**src/rtl/gpio_port_pkg.sv**
```systemverilog
// Package: shared constants, register selector type and address helpers
// for the GPIO port controller. Assumes byte addressing with word-spaced
// registers.
package gpio_port_pkg;

    localparam int FUNC_BITS   = 2;     // function code width per pin
    localparam int FUNC_STRIDE = 4;     // byte spacing of function registers
    localparam int BANK_BASE   = 32;    // 0x20: first data register
    localparam int BANK_STRIDE = 16;    // 0x10: spacing between port banks
    localparam int OFS_SET     = 4;
    localparam int OFS_CLR     = 8;
    localparam int OFS_PULL    = 12;

    typedef enum logic [2:0] {
        SEL_NONE,
        SEL_FUNC,
        SEL_DATA,
        SEL_SET,
        SEL_CLR,
        SEL_PULL
    } reg_sel_e;

    // Byte address of the function register of a given port.
    function automatic int func_addr(input int port);
        return FUNC_STRIDE * port;
    endfunction

    // Byte address of the data register of a given port.
    function automatic int bank_addr(input int port);
        return BANK_BASE + BANK_STRIDE * port;
    endfunction

endpackage

```
**src/rtl/gpio_addr_dec.sv**
```systemverilog
// Module: gpio_addr_dec
// Maps a bus byte address to one of this port's registers.
// Assumes: the whole address is compared and no aliasing is allowed.
module gpio_addr_dec
    import gpio_port_pkg::*;
#(
    parameter int PORT_ID = 0,
    parameter int ADDR_W  = 8
) (
    input  logic [ADDR_W-1:0] addr,
    output reg_sel_e          sel
);

    localparam logic [ADDR_W-1:0] A_FUNC = ADDR_W'(func_addr(PORT_ID));
    localparam logic [ADDR_W-1:0] A_DATA = ADDR_W'(bank_addr(PORT_ID));
    localparam logic [ADDR_W-1:0] A_SET  = ADDR_W'(bank_addr(PORT_ID) + OFS_SET);
    localparam logic [ADDR_W-1:0] A_CLR  = ADDR_W'(bank_addr(PORT_ID) + OFS_CLR);
    localparam logic [ADDR_W-1:0] A_PULL = ADDR_W'(bank_addr(PORT_ID) + OFS_PULL);

    // Purpose: compare the address against each register location.
    always_comb begin
        if (addr == A_FUNC)      sel = SEL_FUNC;
        else if (addr == A_DATA) sel = SEL_DATA;
        else if (addr == A_SET)  sel = SEL_SET;
        else if (addr == A_CLR)  sel = SEL_CLR;
        else if (addr == A_PULL) sel = SEL_PULL;
        else                     sel = SEL_NONE;
    end

endmodule

```
**src/rtl/gpio_in_sync.sv**
```systemverilog
// Module: gpio_in_sync
// Two-flop synchroniser per pin, plus a one-time copy of the pins taken on
// the first clock after reset is released.
// Assumes: pins are steady around reset release, so the raw sample is safe.
module gpio_in_sync #(
    parameter int NUM_PINS = 8
) (
    input  logic                clk,
    input  logic                rst_n,
    input  logic [NUM_PINS-1:0] pin_in,
    output logic [NUM_PINS-1:0] live,
    output logic [NUM_PINS-1:0] boot
);

    logic                cap_done;
    logic [NUM_PINS-1:0] boot_q;

    for (genvar i = 0; i < NUM_PINS; i++) begin : g_sync
        logic meta_q;
        logic stable_q;
        // Purpose: two-stage synchroniser for pin i.
        always_ff @(posedge clk) begin
            if (!rst_n) begin
                meta_q   <= 1'b0;
                stable_q <= 1'b0;
            end else begin
                meta_q   <= pin_in[i];
                stable_q <= meta_q;
            end
        end
        assign live[i] = stable_q;
    end

    // Purpose: sample the pins once on the first clock out of reset.
    always_ff @(posedge clk) begin
        if (!rst_n) begin
            cap_done <= 1'b0;
            boot_q   <= '0;
        end else if (!cap_done) begin
            cap_done <= 1'b1;
            boot_q   <= pin_in;
        end
    end

    assign boot = boot_q;

    AST_BOOT_HELD: assert property (@(posedge clk) disable iff (!rst_n)
        cap_done |=> $stable(boot_q)) else $error("boot copy changed");

endmodule

```
**src/rtl/gpio_out_ctrl.sv**
```systemverilog
// Module: gpio_out_ctrl
// Holds pin direction and output level, with full-word load plus atomic
// set and clear masks.
// Assumes: at most one of the write selects is high in a cycle.
module gpio_out_ctrl #(
    parameter int NUM_PINS = 8
) (
    input  logic                clk,
    input  logic                rst_n,
    input  logic                wr_data,
    input  logic                wr_set,
    input  logic                wr_clr,
    input  logic [NUM_PINS-1:0] new_dir,
    input  logic [NUM_PINS-1:0] new_out,
    input  logic [NUM_PINS-1:0] mask,
    output logic [NUM_PINS-1:0] dir,
    output logic [NUM_PINS-1:0] lvl
);

    logic [NUM_PINS-1:0] dir_q, lvl_q, lvl_d;

    // Purpose: next output level; clear is applied after set and load.
    always_comb begin
        lvl_d = wr_data ? new_out : lvl_q;
        if (wr_set) lvl_d = lvl_d | mask;
        if (wr_clr) lvl_d = lvl_d & ~mask;
    end

    // Purpose: direction and level storage.
    always_ff @(posedge clk) begin
        if (!rst_n) begin
            dir_q <= '0;
            lvl_q <= '0;
        end else begin
            if (wr_data) dir_q <= new_dir;
            lvl_q <= lvl_d;
        end
    end

    assign dir = dir_q;
    assign lvl = lvl_q;

    AST_SET_BITS_HIGH: assert property (@(posedge clk) disable iff (!rst_n)
        wr_set |=> ((lvl_q & $past(mask)) == $past(mask))) else $error("set");
    AST_SET_KEEPS_REST: assert property (@(posedge clk) disable iff (!rst_n)
        wr_set |=> ((lvl_q & ~$past(mask)) == ($past(lvl_q) & ~$past(mask)))) else $error("set keep");
    AST_CLR_BITS_LOW: assert property (@(posedge clk) disable iff (!rst_n)
        wr_clr |=> ((lvl_q & $past(mask)) == '0)) else $error("clr");
    AST_DIR_ONLY_ON_LOAD: assert property (@(posedge clk) disable iff (!rst_n)
        !wr_data |=> $stable(dir_q)) else $error("dir");

endmodule

```
**src/rtl/gpio_cfg.sv**
```systemverilog
// Module: gpio_cfg
// Pin function codes and, when built with pull-ups, the pull-up enables.
// Assumes: the function reset value 0 selects plain GPIO.
module gpio_cfg #(
    parameter int NUM_PINS   = 8,
    parameter int FUNC_W     = 16,
    parameter bit HAS_PULLUP = 1'b1
) (
    input  logic                clk,
    input  logic                rst_n,
    input  logic                wr_func,
    input  logic                wr_pull,
    input  logic [FUNC_W-1:0]   func_wdata,
    input  logic [NUM_PINS-1:0] pull_wdata,
    output logic [FUNC_W-1:0]   func,
    output logic [NUM_PINS-1:0] pull
);

    logic [FUNC_W-1:0] func_q;

    // Purpose: function code storage.
    always_ff @(posedge clk) begin
        if (!rst_n)       func_q <= '0;
        else if (wr_func) func_q <= func_wdata;
    end
    assign func = func_q;

    if (HAS_PULLUP) begin : g_pull
        logic [NUM_PINS-1:0] pull_q;
        // Purpose: pull-up enable storage, all enabled at reset.
        always_ff @(posedge clk) begin
            if (!rst_n)       pull_q <= '1;
            else if (wr_pull) pull_q <= pull_wdata;
        end
        assign pull = pull_q;
    end else begin : g_no_pull
        logic unused_pull_inputs;
        assign unused_pull_inputs = ^{wr_pull, pull_wdata};
        assign pull = '0;
    end

    AST_FUNC_HOLD: assert property (@(posedge clk) disable iff (!rst_n)
        !wr_func |=> $stable(func_q)) else $error("func");

endmodule

```
**src/rtl/gpio_port_ctrl.sv**
```systemverilog
// Module: gpio_port_ctrl (top)
// Register-mapped controller for one GPIO port. Decodes the bus, holds the
// port state and returns registered read data.
// Assumes: 4*NUM_PINS <= DATA_W; single-cycle writes; reads answer next cycle.
module gpio_port_ctrl
    import gpio_port_pkg::*;
#(
    parameter int PORT_ID    = 0,
    parameter int NUM_PINS   = 8,
    parameter int ADDR_W     = 8,
    parameter int DATA_W     = 32,
    parameter bit HAS_PULLUP = 1'b1
) (
    input  logic                          clk,
    input  logic                          rst_n,
    input  logic [ADDR_W-1:0]             bus_addr,
    input  logic [DATA_W-1:0]             bus_wdata,
    input  logic                          bus_wr,
    input  logic                          bus_rd,
    output logic [DATA_W-1:0]             bus_rdata,
    input  logic [NUM_PINS-1:0]           pin_in,
    output logic [NUM_PINS-1:0]           pin_out,
    output logic [NUM_PINS-1:0]           pin_oe,
    output logic [NUM_PINS-1:0]           pin_pullup_en,
    output logic [FUNC_BITS*NUM_PINS-1:0] pin_func
);

    localparam int FUNC_W   = FUNC_BITS * NUM_PINS;
    localparam int LIVE_LSB = 0;
    localparam int BOOT_LSB = NUM_PINS;
    localparam int OUT_LSB  = 2 * NUM_PINS;
    localparam int DIR_LSB  = 3 * NUM_PINS;

    reg_sel_e            sel;
    logic [NUM_PINS-1:0] live, boot, dir, lvl, pull;
    logic [FUNC_W-1:0]   func;
    logic [DATA_W-1:0]   rd_mux, rdata_q;

    gpio_addr_dec #(.PORT_ID(PORT_ID), .ADDR_W(ADDR_W)) dec_i (
        .addr (bus_addr),
        .sel  (sel)
    );

    gpio_in_sync #(.NUM_PINS(NUM_PINS)) sync_i (
        .clk    (clk),
        .rst_n  (rst_n),
        .pin_in (pin_in),
        .live   (live),
        .boot   (boot)
    );

    gpio_out_ctrl #(.NUM_PINS(NUM_PINS)) out_i (
        .clk     (clk),
        .rst_n   (rst_n),
        .wr_data (bus_wr && sel == SEL_DATA),
        .wr_set  (bus_wr && sel == SEL_SET),
        .wr_clr  (bus_wr && sel == SEL_CLR),
        .new_dir (bus_wdata[DIR_LSB +: NUM_PINS]),
        .new_out (bus_wdata[OUT_LSB +: NUM_PINS]),
        .mask    (bus_wdata[0 +: NUM_PINS]),
        .dir     (dir),
        .lvl     (lvl)
    );

    gpio_cfg #(.NUM_PINS(NUM_PINS), .FUNC_W(FUNC_W), .HAS_PULLUP(HAS_PULLUP)) cfg_i (
        .clk        (clk),
        .rst_n      (rst_n),
        .wr_func    (bus_wr && sel == SEL_FUNC),
        .wr_pull    (bus_wr && sel == SEL_PULL),
        .func_wdata (bus_wdata[0 +: FUNC_W]),
        .pull_wdata (bus_wdata[0 +: NUM_PINS]),
        .func       (func),
        .pull       (pull)
    );

    // Purpose: select the value of the addressed register.
    always_comb begin
        rd_mux = '0;
        unique case (sel)
            SEL_FUNC: rd_mux[0 +: FUNC_W] = func;
            SEL_DATA: begin
                rd_mux[DIR_LSB  +: NUM_PINS] = dir;
                rd_mux[OUT_LSB  +: NUM_PINS] = lvl;
                rd_mux[BOOT_LSB +: NUM_PINS] = boot;
                rd_mux[LIVE_LSB +: NUM_PINS] = live;
            end
            SEL_PULL: rd_mux[0 +: NUM_PINS] = pull;
            default:  rd_mux = '0;
        endcase
    end

    // Purpose: register the read data for one cycle after a read strobe.
    always_ff @(posedge clk) begin
        if (!rst_n)      rdata_q <= '0;
        else if (bus_rd) rdata_q <= rd_mux;
        else             rdata_q <= '0;
    end

    assign bus_rdata     = rdata_q;
    assign pin_out       = lvl;
    assign pin_oe        = dir;
    assign pin_pullup_en = pull;
    assign pin_func      = func;

    AST_RDATA_IDLE: assert property (@(posedge clk) disable iff (!rst_n)
        !bus_rd |=> (bus_rdata == '0)) else $error("rdata idle");
    AST_SETCLR_READ_ZERO: assert property (@(posedge clk) disable iff (!rst_n)
        (bus_rd && (sel == SEL_SET || sel == SEL_CLR)) |=> (bus_rdata == '0)) else $error("setclr read");
    AST_NOPULL_READ_ZERO: assert property (@(posedge clk) disable iff (!rst_n)
        (!HAS_PULLUP && bus_rd && sel == SEL_PULL) |=> (bus_rdata == '0)) else $error("pull read");
    AST_NOPULL_PIN_LOW: assert property (@(posedge clk) disable iff (!rst_n)
        !HAS_PULLUP |-> (pin_pullup_en == '0)) else $error("pull pin");

endmodule

```
**config.mk**
```make
export PLATFORM = sky130hd
export DESIGN_NAME = gpio_port_ctrl
export DESIGN_NICKNAME = d
export VERILOG_FILES = /design/src/rtl/gpio_port_pkg.sv /design/src/rtl/gpio_addr_dec.sv /design/src/rtl/gpio_in_sync.sv /design/src/rtl/gpio_out_ctrl.sv /design/src/rtl/gpio_cfg.sv /design/src/rtl/gpio_port_ctrl.sv
export SDC_FILE = /design/constraint.sdc
export NUM_CORES = 1
export LEC_CHECK = 0
export BUFFER_PORTS_ARGS = -buffer_cell sky130_fd_sc_hd__buf_2
export CAP_MARGIN = 20
export CORE_MARGIN = 3
export CORE_UTILIZATION = 40
export DETAILED_ROUTE_END_ITERATION = 7
export PLACE_DENSITY = 0.66
export SYNTH_ARGS = -nofsm -noshare
export SYNTH_HDL_FRONTEND = slang
export SYNTH_HIERARCHICAL = 1
export SYNTH_SLANG_ARGS = --single-unit
export TNS_END_PERCENT = 100
```
**constraint.sdc**
```tcl
create_clock -name clk -period 6.9 [get_ports clk]
set_input_delay 1.38 -clock clk [delete_from_list [all_inputs] [get_ports clk]]
set_output_delay 1.38 -clock clk [all_outputs]
set_load 0.01 [all_outputs]
```
Yosys cells after proc, flatten, opt, wreduce, memory -nomap -nowiden
Cells that the tools add are included. W data, S select, Z words.

Equal/unequal tests: 9. Mux-type cells: 11. Bitwise logic cells: 3. Reductions and logical operators: 8.

Operators by type and width (number): $eq A8 B6 Y1 const B (4); $mux W8 (3); $pmux W8 S3 (1); $pmux W8 S2 (1); $mux W3 (5); $and A8 B8 Y8 (1); $logic_not A8 Y1 (1); $not A8 Y8 (1); $or A8 B8 Y8 (1); $eq A3 B2 Y1 const B (2); $eq A3 B3 Y1 const B (2); $logic_and A1 B1 Y1 (5); $eq A3 B1 Y1 const B (1); $reduce_and A3 Y1 (1); $reduce_and A2 Y1 (1); $mux W1 (1).

Bits in registers: 97. Input port bits: 52. Output and inout port bits: 72. Logic and storage cells: 55.

Depth between registers and ports, before layout
Depth after elaboration: 13. Mapped depth: 8. Gate-level depth less buffers: 6.

Hierarchy
The synthesis kept the hierarchy.

By module, submodules not included: gpio_port_ctrl (instances 1, cells each 116, area each 1266.2 µm², sequential area each 640.6 µm²); gpio_cfg (instances 1, cells each 77, area each 894.6 µm², sequential area each 480.5 µm²); gpio_in_sync (instances 1, cells each 68, area each 812.0 µm², sequential area each 500.5 µm²); gpio_out_ctrl (instances 1, cells each 62, area each 669.4 µm², sequential area each 320.3 µm²); gpio_addr_dec (instances 1, cells each 8, area each 55.1 µm², sequential area each 0.0 µm²).

Worst setup path after synthesis
No wires, ideal clock.

Kind: input to register. Start: input port bus_addr[4]. End: register out_i.lvl_q[5], in the netlist out_i/lvl[5]. Setup time: 139 ps. Arrival time: 3398 ps. Data required time: 6761 ps. Slack: 3363 ps. Stages: 8. Buffers on the path: 3. Path through: or3_1 > nor4_1 > clkbuf_1 > nor4bb_1 > buf_6 > buf_12 > mux2i_1 > a221oi_2.

Elaborated cells on any way between the ends: 21. Classes of those cells: 7 x eq/ne; 8 x mux; 2 x bitwise; 4 x reduce/logical.

RTL lines: from (decl) (RTL line gpio_port_ctrl.sv:16) `input logic [ADDR_W-1:0] bus_addr,`; $eq A8 B6 Y1 (RTL line gpio_addr_dec.sv:25) `else if (addr == A_CLR) sel = SEL_CLR;`; $mux W3 (RTL line gpio_addr_dec.sv:25); $mux W3 (RTL line gpio_addr_dec.sv:24) `else if (addr == A_SET) sel = SEL_SET;`; $mux W3 (RTL line gpio_addr_dec.sv:23) `else if (addr == A_DATA) sel = SEL_DATA;`; $mux W3 (*) (RTL line gpio_addr_dec.sv:22) `if (addr == A_FUNC) sel = SEL_FUNC;`; via sel[1] (RTL line gpio_port_ctrl.sv:34) `reg_sel_e sel;`; $eq A3 B2 Y1 (RTL line gpio_port_ctrl.sv:55) `.wr_data (bus_wr && sel == SEL_DATA),`; $logic_and A1 B1 Y1 (RTL line gpio_port_ctrl.sv:55); $mux W8 (RTL line gpio_out_ctrl.sv:24) `lvl_d = wr_data ? new_out : lvl_q;`; $or A8 B8 Y8 (RTL line gpio_out_ctrl.sv:25) `if (wr_set) lvl_d = lvl_d | mask;`; $mux W8 (RTL line gpio_out_ctrl.sv:25); $and A8 B8 Y8 (RTL line gpio_out_ctrl.sv:26) `if (wr_clr) lvl_d = lvl_d & ~mask;`; $mux W8 (*) (RTL line gpio_out_ctrl.sv:26); to (signal assigned) (RTL line gpio_out_ctrl.sv:36) `lvl_q <= lvl_d;`; to (decl) (RTL line gpio_out_ctrl.sv:20) `logic [NUM_PINS-1:0] dir_q, lvl_q, lvl_d;`.

The timed path passes the listed nets; every way through them passes the cells marked *. A chain may end at the register's enable or synchronous reset.

Worst setup path in the final report
Start: input port bus_addr[5]. End: register cfg_i.func_q[15], in the netlist cfg_i/func[15].

Word-level cells in the longest chain between the ends: 8. Elaborated cells on any way between the ends: 12. Classes of those cells: 5 x eq/ne; 5 x mux; 2 x reduce/logical.

RTL lines: $eq A8 B6 Y1 (RTL line gpio_addr_dec.sv:26) `else if (addr == A_PULL) sel = SEL_PULL;`; $mux W3 (RTL line gpio_addr_dec.sv:26); $mux W3 (RTL line gpio_addr_dec.sv:25); $mux W3 (RTL line gpio_addr_dec.sv:24); $mux W3 (RTL line gpio_addr_dec.sv:23); $mux W3 (*) (RTL line gpio_addr_dec.sv:22); via sel[0] (RTL line gpio_port_ctrl.sv:34); $eq A3 B1 Y1 (*) (RTL line gpio_port_ctrl.sv:68) `.wr_func (bus_wr && sel == SEL_FUNC),`; $logic_and A1 B1 Y1 (*) (RTL line gpio_port_ctrl.sv:68); to (signal assigned) (RTL line gpio_cfg.sv:24) `else if (wr_func) func_q <= func_wdata;`; to (decl) (RTL line gpio_cfg.sv:19) `logic [FUNC_W-1:0] func_q;`.

Marks and branches as above.

==> reports/results.ini <==
[sta]
worst_slew_margin_rel_pct=44.97
post-route-period-util_pct=51.05
slew_violations=0
hold_viol=0
skew_ns=0.01495
setup_viol=0
timing_worst_slew_pin_value_ns=0.8219
min_setup_slack_post_route_ns=3.377
finalCriticalPeriod_ns=3.523
grt_setup_unrepaired=false
setup_total_negative_slack_ns=0
fmax_ghz=0.2839

[detailed_routing]
detailroute.via_count=2721
drc_violation_count_after_routing=0
avgRoutedWirePerCell_microns=15.50
drt-pass1-iter-count=4
antenna_left=0
vias_per_cell=4.912
routed_wirelength_microns=8585
drt-initial-drc-count=143

[cts]
post-cts-setup-buffers=0
cts_hold_repair.buffers=0
cts_tree=yes
cts_max_path_buffers=2
postcts_resize_cnt=0
clk_latency_ns=0.36
clock_sink_count=97
clk_pin_slew_worst_setup_hold_paths_ns=0.08
cts_buffers=9
cts_root_buf=clkbuf_8
cts.htree.levels=3

[grt]
met3_usage_pct=4.642
grt.met1_usage_pct=21.26
met2_usage_pct=25.79
vias_in_the_first_global_route=2595
grt_pass1_wl_microns=13030
antenna_violations_before_repair=0
grt_start_max_net_pins=54
total_grt_usage_pct=16.39
gr-total-overflow=0
top_usage_layer=met2

[logic_synthesis]
synthDistinctLibCells=34
main_combinational_cell_family_by_area_after_synthesis=simple AND/OR/NAND/NOR gates
net_count_after_synthesis=383
synthTopCellsByArea=dfxtp_1, mux2i_1, nor2b_1
synth_compound_gate_area_share_pct=6.024
post_synth.cell_area_avg_sq_um=11.17
synth_xor_area_share_pct=0
synthMuxAreaShare_pct=15.16
ys_ff_latch=97
seq_area_frac_synth_pct=52.52
postSynthCellCount=331
netlist.top_cell.by_area=dfxtp_1
mappedNetlistArea_sq_um=3697
synth_top_area_share_pct=52.52
synth_simple_gate_area_share_pct=19.19
synthAdderAreaFrac_pct=0
ys.warnings.count=6

[worst_hold_path]
holdCritStartpoint=sync_i/g_sync[4].meta_q$_SDFF_PN0_
min_to=sync_i/g_sync[4].stable_q$_SDFF_PN0_
hold_path_stages=1
hold_crit_path_type=register to register

[critical_path]
length_in_cells_of_the_worst_reg_to_reg_path=2
timing.critical_path.slowest_cell_delay_ns=0.51
crit_path_top_delay_cell=nor4bb_4
cpLargestDelayFamily=simple AND/OR/NAND/NOR gates
largest_driver_fanout_on_the_critical_path=22
rr_startpoint=sync_i/cap_done$_DFF_P_
worstSetupEndpointType=register
worst-endpoint-arrival_ns=3.77
rr_endpoint=sync_i/boot[5]$_SDFFE_PN0N_
worst-endpoint-required_ns=7.15
internal_reg_to_reg_setup_slack_ns=5.84
start_kind=primary input
timing.critical_path.cells=buf_2, or3_1, a2111oi_4, buf_6, nor4bb_4, buf_4, mux2i_1, nor2b_1
timing.critical_path.depth=8
critical_path.n_buffers_inverters=3
worst-setup-path-type=primary input to register

[power_and_ir_drop]
cellPowerDensity_nw_per_um2=223.9
power.ir.vdd_worst_mv=0.1126
p_leak_uw=0.001915

[placement]
place_hpwl_microns=6210
portBuffers=123
place.gp.congestion=0.8085
place_ws_ns=2.543

[finish]
post_route_cells_drive_above_1_share_pct=35.43
layout_common_cells=buf_2, dfxtp_1, mux2i_1
final_nets=493
final.fill_count=805
multi_input_area_sq_um=1553
area_added_between_synthesis_and_finish_pct=22.88
ff_latch_area_sq_um=1942
layout_commonest_cell=buf_2
diodes=0

[die]
die_area_sq_um=10430
number_of_placement_rows=34
die_h_microns=102.1
chipWidth_microns=102.1
i_o_pins=124
coreArea_sq_um=8848
floorplan.initialDensity_pct=41.78

[run_status]
outcome=finished, final reports clean

[run]
cap_violations=0

==> Yosys cell counts <==
library cell and instances:
a2111oi_2 1, a21oi_1 8, a221oi_1 6, a221oi_2 2, and2_1 16, and3_1 16
and3b_4 1, and4b_1 1, buf_1 2, buf_12 2, buf_2 6, buf_4 10
buf_6 5, clkbuf_1 4, clkbuf_2 1, dfxtp_1 97, inv_1 9, mux2i_1 56
nand2_1 19, nand2b_1 1, nand3b_1 16, nand3b_4 1, nand4b_2 1, nor2_1 8
nor2b_1 24, nor2b_2 1, nor3_1 1, nor3b_1 1, nor4_1 2, nor4bb_1 2
o32ai_1 6, o32ai_2 2, or2b_1 1, or3_1 2
==> worst register-to-register path, cell delays in order (launching register included) <==
cell and delay, ns:
dfxtp_1 0.63, mux2i_1 0.26, nor2b_1 0.06
==> state kept, by name, summed over array words and instances (netlist names) <==
register and count:
sync_i/boot 8, out_i/lvl 8, cfg_i/pull 8, sync_i/g_sync.stable_q 8, sync_i/g_sync.meta_q 8, out_i/dir 8
bus_rdata 32, sync_i/cap_done 1, cfg_i/func 16
==> power breakdown <==
part	total (uW)	internal (uW)	switching, uW
logic	46.2	22.1	24.1
clock network	400	206	193
registers	571	567	4.01
==> kinds of logic after synthesis <==
logic type             count (synthesis)
muxes                                 56
AOI/OAI and AO/OA                     25
DFF                                   97
buffers and inverters                 39
and+or+nand+nor                      114
==> layer usage <==
layer,vias to the layer above,share of wire [%]
met5,-,0
met4,0,1.9
met3,13,7.6
met2,100,46
met1,1256,45
li1,1352,-
==> cell type report <==
cell class | instances | share of cell area (%)
clock buffer | 10 | 2.809
clock inverter | 6 | 1.983
inverter | 9 | 0.7436
multi-input combinational | 195 | 34.18
sequential | 97 | 42.74
tap | 108 | 2.974
timing repair buffer | 129 | 14.57
==> worst max path at each step <==
| stage | from | endpoint | slack (ns) |
|---|---|---|---|
| global route | bus_addr[5] | cfg_i/func[7]$_SDFFE_PN0P_ | 3.21 |
| CTS | bus_addr[5] | cfg_i/func[14]$_SDFFE_PN0P_ | 2.93 |
| floorplan | bus_addr[4] | out_i/lvl[5]$_SDFF_PN0_ | 3.36 |
| global placement | bus_addr[5] | cfg_i/func[11]$_SDFFE_PN0P_ | 2.68 |
| finish | bus_addr[5] | cfg_i/func[15]$_SDFFE_PN0P_ | 3.38 |
| detailed placement | bus_addr[5] | cfg_i/func[14]$_SDFFE_PN0P_ | 2.54 |
==> per-stage QoR <==
step	util (%)	power (uW)	hold slack, ns	cell area (sq um)	instances
after CTS	51.22	1029	0.4462	4532	553
final	51.34	1017	0.4402	4543	554
after global placement	48.70	629.9	0.4148	4309	536
after global routing	51.34	1056	0.4582	4543	554
after detailed placement	48.76	631.0	0.4245	4314	537
after floorplan	-	608.2	0.4119	3697	331
No activity file was read; power rests on OpenSTA's default activity.
